### src/rtl/sysctl_pkg.sv
package sysctl_pkg;

  localparam int DATA_W = 8;
  localparam int ADDR_W = 16;
  localparam int NUM_LOCKS = 2;

  localparam logic [ADDR_W-1:0] OFF_CPUCFG  = 16'h0000;
  localparam logic [ADDR_W-1:0] OFF_FEAT    = 16'h0001;
  localparam logic [ADDR_W-1:0] OFF_STAT    = 16'h0002;
  localparam logic [ADDR_W-1:0] OFF_EXTFEAT = 16'h0003;
  localparam logic [ADDR_W-1:0] OFF_LIGHT   = 16'h0008;
  localparam logic [ADDR_W-1:0] OFF_LOCK0   = 16'h0010;
  localparam logic [ADDR_W-1:0] OFF_SYSCTL  = 16'h0014;
  localparam logic [ADDR_W-1:0] OFF_CACHE   = 16'h0015;
  localparam logic [ADDR_W-1:0] OFF_MAP     = 16'h0050;

  typedef enum logic [3:0] {
    SEL_NONE, SEL_CPUCFG, SEL_FEAT, SEL_STAT, SEL_EXTFEAT,
    SEL_PORT, SEL_LIGHT, SEL_SYSCTL, SEL_CACHE, SEL_MAP
  } rdSel_e;

  typedef struct packed {
    logic                 wrPort;
    logic                 wrLight;
    logic [NUM_LOCKS-1:0] wrLock;
    logic                 wrSysCtl;
    logic                 wrMap;
    logic                 rdEn;
    rdSel_e               rdSel;
  } strobes_t;

endpackage

### src/rtl/sysctl_ctrl.sv
module sysctl_ctrl
  import sysctl_pkg::*;
#(
  parameter logic [ADDR_W-1:0] WIN_BASE  = 16'h0800,
  parameter logic [ADDR_W-1:0] WIN_SIZE  = 16'h0052,
  parameter logic [ADDR_W-1:0] PORT_ADDR = 16'h0092
) (
  input  logic              ioWr,
  input  logic              ioRd,
  input  logic [ADDR_W-1:0] ioAddr,
  output strobes_t          strb
);

  localparam logic [ADDR_W-1:0] WIN_END = WIN_BASE + WIN_SIZE;

  logic              inWin;
  logic              isPort;
  logic [ADDR_W-1:0] off;
  rdSel_e            sel;
  logic [NUM_LOCKS-1:0] lockHit;

  assign inWin  = (ioAddr >= WIN_BASE) && (ioAddr < WIN_END);
  assign isPort = (ioAddr == PORT_ADDR);
  assign off    = ioAddr - WIN_BASE;

  for (genvar i = 0; i < NUM_LOCKS; i++) begin : gLockDec
    assign lockHit[i] = inWin && (off == OFF_LOCK0 + ADDR_W'(i));
  end

  always_comb begin
    sel = SEL_NONE;
    if (isPort) begin
      sel = SEL_PORT;
    end else if (inWin) begin
      case (off)
        OFF_CPUCFG:  sel = SEL_CPUCFG;
        OFF_FEAT:    sel = SEL_FEAT;
        OFF_STAT:    sel = SEL_STAT;
        OFF_EXTFEAT: sel = SEL_EXTFEAT;
        OFF_LIGHT:   sel = SEL_LIGHT;
        OFF_SYSCTL:  sel = SEL_SYSCTL;
        OFF_CACHE:   sel = SEL_CACHE;
        OFF_MAP:     sel = SEL_MAP;
        default:     sel = SEL_NONE;
      endcase
    end
  end

  always_comb begin
    strb          = '0;
    strb.rdEn     = ioRd;
    strb.rdSel    = sel;
    strb.wrPort   = ioWr && (sel == SEL_PORT);
    strb.wrLight  = ioWr && (sel == SEL_LIGHT);
    strb.wrSysCtl = ioWr && (sel == SEL_SYSCTL);
    strb.wrMap    = ioWr && (sel == SEL_MAP);
    strb.wrLock   = ioWr ? lockHit : '0;
  end

  always_comb begin
    AST_ONE_WRITE_TARGET: assert ($countones({strb.wrPort, strb.wrLight, strb.wrLock,
                                              strb.wrSysCtl, strb.wrMap}) <= 1);
  end

endmodule

### src/rtl/sysctl_dp.sv
module sysctl_dp
  import sysctl_pkg::*;
#(
  parameter logic [DATA_W-1:0] ID_CPUCFG  = 8'hEF,
  parameter logic [DATA_W-1:0] ID_FEAT    = 8'hAD,
  parameter logic [DATA_W-1:0] ID_STAT    = 8'hE0,
  parameter logic [DATA_W-1:0] ID_EXTFEAT = 8'h39,
  parameter logic [DATA_W-1:0] ID_CACHE   = 8'h03
) (
  input  logic                 clk,
  input  logic                 rstN,
  input  strobes_t             strb,
  input  logic [DATA_W-1:0]    ioWdata,
  output logic [DATA_W-1:0]    rdData,
  output logic                 resetReq,
  output logic                 lightOn,
  output logic [NUM_LOCKS-1:0] lockPulse,
  output logic                 mapSparse
);

  localparam logic [DATA_W-1:0] BIT0_MASK   = DATA_W'(1);
  localparam logic [DATA_W-1:0] SYSCTL_MASK = DATA_W'(4'hF);
  localparam logic [DATA_W-1:0] UNIMPL      = '1;

  logic [DATA_W-1:0] portReg, lightReg, sysReg, mapReg, rdNext;

  always_ff @(posedge clk) begin
    if (!rstN) begin
      portReg  <= '0;
      lightReg <= '0;
      sysReg   <= '0;
      mapReg   <= '0;
    end else begin
      if (strb.wrPort)   portReg  <= ioWdata & BIT0_MASK;
      if (strb.wrLight)  lightReg <= ioWdata & BIT0_MASK;
      if (strb.wrSysCtl) sysReg   <= ioWdata & SYSCTL_MASK;
      if (strb.wrMap)    mapReg   <= ioWdata & BIT0_MASK;
    end
  end

  for (genvar i = 0; i < NUM_LOCKS; i++) begin : gLockPulse
    always_ff @(posedge clk) begin
      if (!rstN) lockPulse[i] <= 1'b0;
      else       lockPulse[i] <= strb.wrLock[i];
    end
  end

  always_comb begin
    case (strb.rdSel)
      SEL_CPUCFG:  rdNext = ID_CPUCFG;
      SEL_FEAT:    rdNext = ID_FEAT;
      SEL_STAT:    rdNext = ID_STAT;
      SEL_EXTFEAT: rdNext = ID_EXTFEAT;
      SEL_CACHE:   rdNext = ID_CACHE;
      SEL_PORT:    rdNext = portReg;
      SEL_LIGHT:   rdNext = lightReg;
      SEL_SYSCTL:  rdNext = sysReg;
      SEL_MAP:     rdNext = mapReg;
      default:     rdNext = UNIMPL;
    endcase
  end

  always_ff @(posedge clk) begin
    if (!rstN)          rdData <= '0;
    else if (strb.rdEn) rdData <= rdNext;
  end

  assign resetReq  = portReg[0];
  assign lightOn   = lightReg[0];
  assign mapSparse = mapReg[0];

  AST_PORT_FOLLOWS: assert property (@(posedge clk) disable iff (!rstN)
    strb.wrPort |=> (resetReq == $past(ioWdata[0])));
  AST_SYSCTL_NIBBLE: assert property (@(posedge clk) disable iff (!rstN)
    sysReg[DATA_W-1:4] == '0);
  AST_MAP_HOLD: assert property (@(posedge clk) disable iff (!rstN)
    !strb.wrMap |=> $stable(mapSparse));
  AST_LIGHT_HOLD: assert property (@(posedge clk) disable iff (!rstN)
    !strb.wrLight |=> $stable(lightOn));
  AST_LOCK_ONEHOT: assert property (@(posedge clk) disable iff (!rstN)
    $onehot0(lockPulse));
  AST_RD_HOLD: assert property (@(posedge clk) disable iff (!rstN)
    !strb.rdEn |=> $stable(rdData));

endmodule

### src/rtl/sysctl_regs.sv
module sysctl_regs
  import sysctl_pkg::*;
#(
  parameter logic [15:0] WIN_BASE  = 16'h0800,
  parameter logic [15:0] WIN_SIZE  = 16'h0052,
  parameter logic [15:0] PORT_ADDR = 16'h0092
) (
  input  logic       clk,
  input  logic       rstN,
  input  logic [15:0] ioAddr,
  input  logic       ioWr,
  input  logic       ioRd,
  input  logic [7:0] ioWdata,
  output logic [7:0] rdData,
  output logic       resetReq,
  output logic       lightOn,
  output logic [1:0] lockPulse,
  output logic       mapSparse
);

  strobes_t strb;

  sysctl_ctrl #(
    .WIN_BASE (WIN_BASE),
    .WIN_SIZE (WIN_SIZE),
    .PORT_ADDR(PORT_ADDR)
  ) u_ctrl (
    .ioWr  (ioWr),
    .ioRd  (ioRd),
    .ioAddr(ioAddr),
    .strb  (strb)
  );

  sysctl_dp u_dp (
    .clk      (clk),
    .rstN     (rstN),
    .strb     (strb),
    .ioWdata  (ioWdata),
    .rdData   (rdData),
    .resetReq (resetReq),
    .lightOn  (lightOn),
    .lockPulse(lockPulse),
    .mapSparse(mapSparse)
  );

  AST_LOCK1_CAUSE: assert property (@(posedge clk) disable iff (!rstN)
    lockPulse[0] |-> $past(ioWr && (ioAddr == WIN_BASE + 16'h0010)));
  AST_UNMAPPED_FF: assert property (@(posedge clk) disable iff (!rstN)
    (ioRd && (ioAddr != PORT_ADDR) && ((ioAddr < WIN_BASE) || (ioAddr >= WIN_BASE + WIN_SIZE)))
      |=> (rdData == 8'hFF));
  AST_CPUCFG_READ: assert property (@(posedge clk) disable iff (!rstN)
    (ioRd && (ioAddr == WIN_BASE)) |=> (rdData == 8'hEF));

endmodule

### config.mk
export PLATFORM = sky130hd
export DESIGN_NAME = sysctl_regs
export DESIGN_NICKNAME = d
export VERILOG_FILES = /design/src/rtl/sysctl_pkg.sv /design/src/rtl/sysctl_ctrl.sv /design/src/rtl/sysctl_dp.sv /design/src/rtl/sysctl_regs.sv
export SDC_FILE = /design/constraint.sdc
export NUM_CORES = 1
export LEC_CHECK = 0
export CORE_MARGIN = 3
export CORE_UTILIZATION = 30
export CTS_BUF_LIST = sky130_fd_sc_hd__clkbuf_4 sky130_fd_sc_hd__clkbuf_8
export CTS_CLUSTER_SIZE = 20
export DETAILED_ROUTE_END_ITERATION = 10
export PLACE_DENSITY = 0.64
export SETUP_SLACK_MARGIN = 0.05
export SYNTH_ARGS = -nofsm -noshare
export SYNTH_HDL_FRONTEND = slang
export SYNTH_SLANG_ARGS = --single-unit
export TNS_END_PERCENT = 50
### constraint.sdc
create_clock -name clk -period 5.58 [get_ports clk]
set_input_delay 1.116 -clock clk [delete_from_list [all_inputs] [get_ports clk]]
set_output_delay 1.116 -clock clk [all_outputs]
set_load 0.05 [all_outputs]
* Word level (Yosys, flattened, before mapping)
Index checks and enable logic that the tools add are counted.
** Storage, ports and cells
- Flip-flop bits (word level) :: 17
- Input bits :: 28
- Output and inout port bits :: 13
- Word-level logic and storage cells :: 42
** Operators by class
- $add $sub $neg :: 1
- Order comparisons :: 2
- Equality and inequality tests :: 19
- Muxes and demuxes :: 4
- Reduce and logical (&&, ||, !) cells :: 9
** Operators with widths (count)
- $pmux 8 s9 :: 1
- $eq 16x5->1 const B :: 4
- $eq 16x2->1 const B :: 2
- $pmux 4 s8 :: 1
- $eq 16x1->1 const B :: 1
- $eq 16x4->1 const B :: 1
- $eq 16x7->1 const B :: 1
- $eq 16x8->1 const B :: 1
- $eq 4x3->1 const B :: 4
- $ge 16x12->1 const B :: 1
- $logic_not 16->1 :: 1
- $lt 16x12->1 const B :: 1
- $sub 16x12->16 const B :: 1
- $eq 4x2->1 const B :: 2
- $eq 4x4->1 const B :: 2
- $mux 4 :: 2
- $logic_and 1x1->1 :: 7
- $eq 4x1->1 const B :: 1
- $reduce_and 2->1 :: 1

* Longest topological paths before layout
Gate-level depths: netlist (run 1).
- Word-level depth :: 7
- Gate-level depth with buffers :: 8
- Gate-level depth less buffers :: 8

* Modules after synthesis
A second synthesis (run 1) with hierarchy kept.
** Second synthesis, totals
- Cell total of the unflattened synthesis :: 151
- Area total of the unflattened synthesis :: 1275.0 µm²
** Modules (own cells, without submodules)
- sysctl_dp :: instances 1, cells an instance 88, area each 815.8 µm², seq. area each 340.3 µm²
- sysctl_ctrl :: instances 1, cells an instance 63, area each 459.2 µm², seq. area each 0.0 µm²

* Worst setup path before layout (run 1)
Ideal clock, no wire load.
- Kind :: input to register
- From :: input port ioAddr[12]
- To :: register u_dp.lightReg[0]
- Library setup time :: 0.117 ns
- Data arrival time :: 2.985 ns
- Data required time :: 5.463 ns
- Slack :: 2.477 ns
- Cell stages on the path :: 8
- Path buffers :: 0
- Cells stage by stage :: inv_1 -> ha_1 -> or4bb_1 -> or4_4 -> a21o_4 -> nor3_2 -> mux2i_1 -> nor2b_1
** Between the ends
- Cells in the longest elaborated chain, start to end :: 7
- Elaborated cells on any way between the ends :: 18
- Classes of those cells :: add/sub (1); order compare (2); eq/ne (9); mux (3); reduce/logical (3)
** Ends and longest elaborated chain
- start: declaration :: RTL line sysctl_regs.sv:10 : input logic [15:0] ioAddr,
- $sub 16x12->16 :: RTL line sysctl_ctrl.sv:24 : assign off = ioAddr - WIN_BASE;
- $eq 16x7->1, or another cell as far along :: RTL line sysctl_ctrl.sv:35 : case (off)
- $pmux 4 s8 :: RTL line sysctl_ctrl.sv:35
- $mux 4 :: RTL line sysctl_ctrl.sv:34 : end else if (inWin) begin
- $mux 4 (*) :: RTL line sysctl_ctrl.sv:32 : if (isPort) begin
- $eq 4x3->1 (*) :: RTL line sysctl_ctrl.sv:54 : strb.wrLight = ioWr && (sel == SEL_LIGHT);
- $logic_and 1x1->1 (*) :: RTL line sysctl_ctrl.sv:54
- end signal: assignment :: RTL line sysctl_dp.sv:35 : if (strb.wrLight) lightReg <= ioWdata & BIT0_MASK;
- end: declaration :: RTL line sysctl_dp.sv:25 : logic [DATA_W-1:0] portReg, lightReg, sysReg, mapReg, rdNext;
Mark *: on every way between the ends. The rest lies on a longest branch, timed or not.
A chain may end at the register's enable or synchronous reset.

* Worst setup path in the final report (run 1)
- From :: input port ioAddr[12]
- To :: register u_dp.rdData[1]
** Between the ends
- Cells in the longest elaborated chain, start to end :: 7
- Elaborated cells on any way between the ends :: 26
- Classes of those cells :: add/sub (1); order compare (2); eq/ne (17); mux (4); reduce/logical (2)
** Ends and longest elaborated chain
- $sub 16x12->16 :: RTL line sysctl_ctrl.sv:24
- $eq 16x7->1, or another cell as far along :: RTL line sysctl_ctrl.sv:35
- $pmux 4 s8 :: RTL line sysctl_ctrl.sv:35
- $mux 4 :: RTL line sysctl_ctrl.sv:34
- $mux 4 (*) :: RTL line sysctl_ctrl.sv:32
- $eq 4x4->1, or another cell as far along :: RTL line sysctl_dp.sv:49 : case (strb.rdSel)
- $pmux 8 s9 (*) :: RTL line sysctl_dp.sv:49
- end signal: assignment :: RTL line sysctl_dp.sv:65 : else if (strb.rdEn) rdData <= rdNext;
- end: declaration :: RTL line sysctl_dp.sv:14 : output logic [DATA_W-1:0] rdData,
Marked as above.

==> results.py, run 1 <==
metrics = {
    "detailed_routing": {
        "first_iter_violations": 54,
        "drc": 0,
        "first_pass_iters": 4,
        "antenna_left": 0,
        "vias": 1308,
        "via_per_inst": 5.45,
        "wl_per_cell_um": 14.0,
        "totalWireLength_mm": 3.37,
    },
    "synthesis": {
        "yosysUniqueCellTypes": 47,
        "synthCells": 159,
        "synth_area_sq_mm": 0.00126,
        "synth_top_flop_cell": "dfxtp_1",
        "ys_ff_latch": 17,
        "synth_nets": 189,
        "syn_avg_cell_area_sq_um": 7.95,
        "yosysSeqAreaShare": 0.269,
        "synth_edf_count": 0,
        "yosys_warnings": 0,
        "async_flop_share": 0,
    },
    "sta": {
        "worst_slew_pin_slew_ns": 0.894,
        "fin_hold_ws_ns": 0.461,
        "final.setup.tns_ns": 0,
        "period_needed_ns": 3.90,
        "slew_viol_final": 0,
        "fmax_mhz": 256,
        "fin_ws_ns": 1.68,
        "fin_worst_skew_ns": 0.00232,
        "rsz0062_at_grt": "false",
        "relSlewSlack": 0.399,
        "setup_viol": 0,
        "period_share": 0.699,
        "hold_viol_final": 0,
    },
    "placement": {
        "dp_hpwl_mm": 2.63,
        "dpl_worst_slack_ns": 1.47,
        "placed_cell_area_sq_mm": 0.00166,
        "dp.cells": 236,
        "place_congestion": 0.935,
        "io_buffers": 36,
    },
    "global_route": {
        "grt_use_total": 0.135,
        "grt_max_degree": 18,
        "grt_pass1_vias": 1159,
        "overflow": 0,
        "grt_pass1_wl_mm": 5.64,
        "grt_antenna_before_repair": 0,
    },
    "worst_hold_path": {
        "hp-class": "flip-flop to flip-flop",
    },
    "power": {
        "p_int_uw": 212,
        "power_frac_comb": 0.245,
        "pwr-share-seq": 0.437,
        "netSwitchingFraction": 0.271,
        "p_leak_uw": 0.000616,
        "p_sw_uw": 79.1,
        "p_per_area_mw_per_mm2": 171,
        "ir_worst_vdd_mv": 0.154,
        "power.share.clock": 0.318,
    },
    "finish": {
        "stdcell_count": 240,
        "final_cell_mix": "clkdlybuf4s50_1, dfxtp_1, nand2_1",
        "nets": 223,
        "syn_to_final_growth_pct": 35.0,
        "n_antenna_cell": 0,
        "design_area_sq_mm": 0.00171,
        "drive_gt1_frac": 0.0625,
        "final_common_cell": "clkdlybuf4s50_1",
    },
    "critical_path": {
        "timing.critical_path.mode_cell": "a21oi_1",
        "slowest_delay_ns": 0.70,
        "worst-path-buf-inv": 2,
        "endpoint_kind": "flip-flop",
        "path_max_fanout": 6,
        "cp_top_family": "simple AND/OR/NAND/NOR gates",
        "path_class": "primary input to flip-flop",
        "crit_arrival_ns": 4.02,
        "critical_path.slowest_cell": "nor4_1",
        "crit_chain": "clkdlybuf4s50_1, inv_1, ha_1, or4bb_1, nor4_1, a21oi_1, a2111oi_0, a21oi_1",
        "start_kind": "primary input",
        "crit_required_ns": 5.70,
    },
    "clock_network": {
        "post_cts_buffers": 0,
        "cts-htree-levels": 1,
        "clkTransAtPathRegs_ns": 0.06,
        "insertion_delay_ns": 0.24,
        "cts_buffers": 3,
        "cts_sinks": 17,
        "cts.repair.resized": 0,
        "cts-root-buf": "clkbuf_8",
        "cts_tree": "yes",
        "max-clock-path-buffers": 2,
        "postCtsHoldBufs": 0,
    },
    "floorplan": {
        "die_h_um": 70.9,
        "start_util": 0.328,
        "die_area_sq_mm": 0.00503,
        "ios": 41,
        "coreArea_sq_mm": 0.00385,
        "rows": 22,
        "die_width_um": 70.9,
    },
    "job": {
        "cap_violations": 0,
    },
    "run_status": {
        "status": "completed",
    },
}
## tightest hold or removal path: stages, from the launching register on
cell,delay (ns)
dfxtp_1,0.31
nand2_1,0.05
a21oi_1,0.05
## flip-flops by register name, indices dropped and copies added, names as in the netlist
register        cells
u_dp.mapReg         1
u_dp.sysReg         4
u_dp.lightReg       1
u_dp.lockPulse      2
u_dp.rdData         8
u_dp.portReg        1
## area by class of cell
type                            instances  area, sq um
Timing Repair Buffer                   36          360
Multi-Input combinational cell        129          875
Tap cell                               48         60.1
Inverter                                6         22.5
Clock buffer                            4         48.8
Fill cell                             392         2150
Sequential cell                        17          340
## stage by stage
stage          utilization  power, uW
2_1_floorplan            -        168
3_3_place_gp         0.430        202
3_5_place_dp         0.430        201
4_1_cts              0.443        295
5_1_grt              0.443        306
6_report             0.443        292
## layer usage
layer	wire (um)	part of all wire	GRT usage
met5	0	0	0
met2	1470	0.44	0.206
met1	1650	0.49	0.195
met4	9	0.0027	0.0125
met3	235	0.070	0.0384
## cell usage after synthesis (3+ instances only)
library cell	count	share of area
dfxtp_1	17	0.27
nand2_1	14	0.042
o21ai_0	12	0.048
nor2b_1	11	0.054
mux2i_1	8	0.063
clkbuf_1	7	0.021
nor2_1	7	0.021
nor4_1	7	0.035
inv_1	6	0.018
nand4_1	6	0.030
a21oi_1	5	0.020
a211oi_1	4	0.024
nor3_1	4	0.016
and2_1	3	0.015
and3_1	3	0.015
nand3_1	3	0.012
nor3b_1	3	0.018
## power by group through the flow
stage | sequential [uW] | clock (uW) | combinational, uW
finish | 127 | 92.7 | 71.6
global route | 128 | 100 | 77.5
CTS | 127 | 96.3 | 71.8
global placement | 130 | 0 | 71.6
detailed placement | 130 | 0 | 71.3
floorplan | 144 | 0 | 23.6
## logic make-up after synthesis
group,share of synthesized area
AND/OR/NAND/NOR,0.375
AO/OA/AOI/OAI,0.204
flip-flops,0.269
buffers and inverters,0.0386
multiplexers,0.0723
XOR/XNOR,0.0208
adder cells (fa/ha/maj),0.0198
## final timing paths
| check | end | depth (start not counted) | slack [ns] | start |
|---|---|---|---|---|
| worst max register to register | u_dp.rdData[0] | 5 | 4.44 | u_dp.mapReg[0] |
| worst min register to register | u_dp.rdData[1] | 2 | 0.46 | u_dp.sysReg[1] |
| worst max-delay path | u_dp.rdData[1] | 8 | 1.68 | ioAddr[12] |
| worst min-delay path | u_dp.rdData[1] | 2 | 0.46 | u_dp.sysReg[1] |
Note: power is estimated with default switching activity, not from simulation.
==> run 2: changes to the inputs <==
==> constraint.sdc (replaced) <==
create_clock -name clk -period 4.1 [get_ports clk]
set_input_delay 0.82 -clock clk [delete_from_list [all_inputs] [get_ports clk]]
set_output_delay 0.82 -clock clk [all_outputs]
set_load 0.05 [all_outputs]
==> results.py, run 2 (same netlist as run 1, synthesis figures left out) <==
metrics = {
    "critical_path": {
        "ff2ff_setup_slack_ns": 2.97,
        "path_class": "primary input to flip-flop",
        "slowest_delay_ns": 0.57,
        "path_max_fanout": 6,
        "crit_chain": "clkdlybuf4s50_1, inv_1, ha_1, or4bb_1, or4_4, o41ai_1, a2111oi_0, a21oi_1",
        "reg2reg_to": "u_dp.rdData[0]",
        "crit_required_ns": 4.28,
        "r2r-start": "u_dp.mapReg[0]",
        "start_kind": "primary input",
        "crit_start": "ioAddr[12]",
        "endpoint_kind": "flip-flop",
        "reg2reg_depth": 5,
        "crit_arrival_ns": 3.51,
        "critical_path.slowest_cell": "clkdlybuf4s50_1",
        "setup.worst_path.end": "u_dp.rdData[1]",
    },
    "sta": {
        "rsz0062_at_grt": "false",
        "worst_slew_pin_slew_ns": 0.608,
        "final.setup.tns_ns": 0,
        "hold_viol_final": 0,
        "fmax_mhz": 300,
        "slew_viol_final": 0,
        "period_needed_ns": 3.33,
        "relSlewSlack": 0.592,
        "period_share": 0.813,
        "fin_worst_skew_ns": 0.00243,
        "setup_viol": 0,
    },
    "power": {
        "p_int_uw": 289,
        "power.share.clock": 0.320,
        "netSwitchingFraction": 0.276,
        "pwr-share-seq": 0.434,
        "power_frac_comb": 0.246,
        "p_per_area_mw_per_mm2": 233,
        "power.total_uw": 399,
        "ir_worst_vdd_mv": 0.220,
        "p_leak_uw": 0.000622,
        "p_sw_uw": 110,
    },
    "floorplan": {
        "die_h_um": 70.9,
        "start_util": 0.328,
        "ios": 41,
        "die_area_sq_mm": 0.00503,
        "coreArea_sq_mm": 0.00385,
        "rows": 22,
        "die_width_um": 70.9,
    },
    "global_route": {
        "grt_pass1_vias": 1210,
        "met2_usage": 0.207,
        "grt_max_degree": 18,
        "overflow": 0,
        "grt_antenna_before_repair": 0,
        "met1_usage": 0.213,
        "grt_use_total": 0.141,
        "top_usage_layer": "met1",
        "grt_pass1_wl_mm": 5.85,
        "grt_use_met3": 0.0327,
    },
    "clock_network": {
        "cts_sinks": 17,
        "clkTransAtPathRegs_ns": 0.06,
        "cts-htree-levels": 1,
        "cts-root-buf": "clkbuf_8",
        "post_cts_buffers": 0,
        "cts.repair.resized": 0,
        "insertion_delay_ns": 0.24,
        "postCtsHoldBufs": 0,
        "cts_tree": "yes",
        "cts_buffers": 3,
        "max-clock-path-buffers": 2,
    },
    "detailed_routing": {
        "vias": 1315,
        "first_iter_violations": 139,
        "first_pass_iters": 4,
        "wl_per_cell_um": 14.5,
        "antenna_left": 0,
        "totalWireLength_mm": 3.49,
        "via_per_inst": 5.46,
        "drc": 0,
    },
    "run_status": {
        "status": "completed",
    },
    "finish": {
        "drive_gt1_frac": 0.0674,
        "syn_to_final_growth_pct": 35.6,
        "top_register": "u_dp.rdData",
        "top_regs": "u_dp.rdData x8, u_dp.sysReg x4, u_dp.lockPulse x2",
        "fill_cells": 409,
        "n_antenna_cell": 0,
        "final_cell_mix": "clkdlybuf4s50_1, dfxtp_1, nand2_1",
        "nets": 224,
        "largest_reg_flops": 8,
        "final_common_cell": "clkdlybuf4s50_1",
    },
    "job": {
        "cap_violations": 0,
    },
    "placement": {
        "dp_hpwl_mm": 2.67,
        "place_congestion": 0.946,
        "io_buffers": 36,
    },
    "worst_hold_path": {
        "hp-class": "flip-flop to flip-flop",
    },
}
[run 2: changes by cell type in the layout (fill, tap and decap cells not counted)]
| cell | before | now |
|---|---|---|
| buf_4 | 0 | 1 |
[run 2: worst max-delay path, delay by kind of cell]
kind / cells / cell delay [ns]
simple gates: 2 / 0.98
buf+inv: 2 / 0.69
compound gates: 3 / 0.70
fa+ha+maj: 1 / 0.32
[run 2: power groups by stage]
stage / clock (uW) / combinational, uW / sequential [uW]
final: 128 / 98.1 / 173
after global routing: 140 / 106 / 174
after CTS: 132 / 98.0 / 173
after detailed placement: 0 / 97.5 / 177
after global placement: 0 / 97.2 / 177
after floorplan: 0 / 32.1 / 196
[run 2: worst min-delay path by stage]
stage / from / endpoint / slack, ns / cells after the start
after floorplan: u_dp.sysReg[1] / u_dp.rdData[1] / 0.43 / 2
after global placement: u_dp.sysReg[1] / u_dp.rdData[1] / 0.45 / 2
after detailed placement: u_dp.sysReg[1] / u_dp.rdData[1] / 0.46 / 2
after CTS: u_dp.sysReg[1] / u_dp.rdData[1] / 0.47 / 2
after global routing: u_dp.sysReg[1] / u_dp.rdData[1] / 0.49 / 2
final: u_dp.sysReg[1] / u_dp.rdData[1] / 0.47 / 2
[run 2: cell type report]
cell class,instances,area (sq um),share of cell area
clock buffer,4,48.8,0.0285
tap,48,60.1,0.0350
inverter,6,22.5,0.0131
multi-input combinational,129,875,0.510
timing repair buffer,37,368,0.215
sequential,17,340,0.199
[run 2: through the flow]
step	hold slack (ns)	worst slack [ns]	cells	area [sq um]	util
2_1_floorplan	0.434	1.29	159	1260	-
4_1_cts	0.474	0.771	241	1710	0.445
3_3_place_gp	0.453	0.517	237	1670	0.432
3_5_place_dp	0.463	0.513	237	1670	0.432
6_report	0.468	0.766	241	1710	0.445
5_1_grt	0.491	0.651	241	1710	0.445
[run 2: metal layers]
layer | routed length [um] | vias to the layer above | share of wire
met5 | 0 | - | 0
met1 | 1790 | 599 | 0.51
met2 | 1500 | 40 | 0.43
li1 | - | 674 | -
met3 | 195 | 2 | 0.056
met4 | 9 | 0 | 0.0026
==> run 3: changes to the inputs <==
--- a/config.mk
+++ b/config.mk
@@ -10,7 +10,7 @@
 export CTS_BUF_LIST = sky130_fd_sc_hd__clkbuf_4 sky130_fd_sc_hd__clkbuf_8
 export CTS_CLUSTER_SIZE = 20
 export DETAILED_ROUTE_END_ITERATION = 10
-export PLACE_DENSITY = 0.64
+export PLACE_DENSITY = 0.66
 export SETUP_SLACK_MARGIN = 0.05
 export SYNTH_ARGS = -nofsm -noshare
 export SYNTH_HDL_FRONTEND = slang
==> constraint.sdc (replaced) <==
create_clock -name clk -period 2.85 [get_ports clk]
set_input_delay 0.57 -clock clk [delete_from_list [all_inputs] [get_ports clk]]
set_output_delay 0.57 -clock clk [all_outputs]
set_load 0.05 [all_outputs]
==> results.py, run 3 (same netlist as run 1, synthesis figures left out) <==
metrics = {
    "run_status": {
        "status": "completed",
    },
    "finish": {
        "final_cell_mix": "clkdlybuf4s50_1, buf_4, dfxtp_1",
        "drive_gt1_frac": 0.223,
        "final_common_cell": "clkdlybuf4s50_1",
        "design_area_sq_mm": 0.00200,
        "top_regs": "u_dp.rdData x8, u_dp.sysReg x4, u_dp.lockPulse x2",
        "nets": 255,
        "top_register": "u_dp.rdData",
        "syn_to_final_growth_pct": 58.2,
        "largest_reg_flops": 8,
        "n_antenna_cell": 0,
    },
    "critical_path": {
        "crit_arrival_ns": 2.67,
        "endpoint_kind": "flip-flop",
        "crit_required_ns": 2.99,
        "path_class": "primary input to flip-flop",
        "ff2ff_setup_slack_ns": 1.70,
        "path_max_fanout": 4,
        "start_kind": "primary input",
    },
    "global_route": {
        "grt_use_total": 0.155,
        "grt_use_met3": 0.0369,
        "grt_pass1_vias": 1338,
        "met1_usage": 0.209,
        "grt_pass1_wl_mm": 6.36,
        "top_usage_layer": "met2",
        "grt_antenna_before_repair": 0,
        "grt_max_degree": 18,
        "met2_usage": 0.249,
        "overflow": 0,
    },
    "floorplan": {
        "start_util": 0.328,
        "ios": 41,
        "rows": 22,
        "die_area_sq_mm": 0.00503,
        "die_h_um": 70.9,
        "coreArea_sq_mm": 0.00385,
        "die_width_um": 70.9,
    },
    "worst_hold_path": {
        "hp-class": "flip-flop to flip-flop",
    },
    "power": {
        "p_int_uw": 437,
        "p_leak_uw": 0.000798,
        "pwr-share-seq": 0.412,
        "ir_worst_vdd_mv": 0.237,
        "p_sw_uw": 169,
        "netSwitchingFraction": 0.279,
        "power.share.clock": 0.308,
        "power_frac_comb": 0.280,
        "p_per_area_mw_per_mm2": 303,
    },
    "clock_network": {
        "post_cts_buffers": 0,
        "cts_sinks": 17,
        "clkTransAtPathRegs_ns": 0.06,
        "postCtsHoldBufs": 0,
        "cts-htree-levels": 1,
        "max-clock-path-buffers": 2,
        "cts_tree": "yes",
        "cts-root-buf": "clkbuf_8",
        "insertion_delay_ns": 0.25,
        "cts_buffers": 3,
    },
    "detailed_routing": {
        "wl_per_cell_um": 14.2,
        "first_pass_iters": 4,
        "vias": 1443,
        "antenna_left": 0,
        "via_per_inst": 5.31,
        "drc": 0,
        "totalWireLength_mm": 3.87,
        "first_iter_violations": 90,
    },
    "sta": {
        "fin_hold_ws_ns": 0.464,
        "period_needed_ns": 2.53,
        "worst_slew_pin_slew_ns": 0.679,
        "slew_viol_final": 0,
        "relSlewSlack": 0.543,
        "period_share": 0.888,
        "rsz0062_at_grt": "false",
        "hold_viol_final": 0,
        "fmax_mhz": 395,
        "fin_worst_skew_ns": 0.00690,
        "setup_viol": 0,
    },
    "job": {
        "cap_violations": 0,
    },
    "placement": {
        "dp_hpwl_mm": 3.05,
        "io_buffers": 36,
        "placed_cell_area_sq_mm": 0.00190,
        "place_congestion": 0.883,
    },
}
run 3: cell types whose count changed in the layout (fill, tap and decap cells not counted), sizes merged:
| cell | change |
|---|---|
| buf | +31 |
| dlymetal6s2s | +2 |
| clkdlybuf4s50 | -2 |
run 3: worst paths after layout:
path                  start               end  cells after the start
min reg2reg  u_dp.sysReg[1]    u_dp.rdData[1]                      2
max              ioAddr[14]  u_dp.lightReg[0]                      7
min          u_dp.sysReg[1]    u_dp.rdData[1]                      2
max reg2reg  u_dp.sysReg[0]    u_dp.rdData[0]                      5
run 3: power groups by stage:
stage                     sequential (uW)  clock [uW]  combinational, uW
after detailed placement              255           0                165
final                                 249         187                170
after floorplan                       282           0               46.2
after global routing                  251         207                182
after CTS                             249         194                166
after global placement                255           0                163
run 3: area by class of cell:
cell class	instances	area (sq um)
fill	386	1850
sequential	17	340
multi-input combinational	129	922
clock buffer	4	48.8
tap	48	60.1
timing repair buffer	68	606
inverter	6	22.5
run 3: worst max-delay path, stage by stage:
cell             delay, ns
clkdlybuf4s50_1       0.43
or4bb_1               0.53
or4_4                 0.54
a21o_4                0.23
nor3_4                0.12
mux2i_1               0.19
nor2b_1               0.05
run 3: timing repair:
action | in CTS | in global routing
resized for setup | 2 | 10
pin swaps | 1 | 2
endpoints found under the setup margin | 6 | 12
run 3: metal layers:
layer / up-vias / wire length, um
met2: 45 / 1810
met4: 0 / 38
li1: 738 / -
met1: 654 / 1850
met5: - / 0
met3: 6 / 177
run 3: per-stage QoR:
stage / setup slack (ns) / power [uW] / TNS [ns] / instances / util
after floorplan: 0.293 / 328 / 0 / 159 / -
after global placement: -0.280 / 418 / -1.88 / 268 / 0.493
after detailed placement: -0.292 / 420 / -2.22 / 268 / 0.493
after CTS: 0.0624 / 610 / 0 / 272 / 0.507
after global routing: 0.0781 / 639 / 0 / 272 / 0.519
final: 0.319 / 606 / 0 / 272 / 0.519
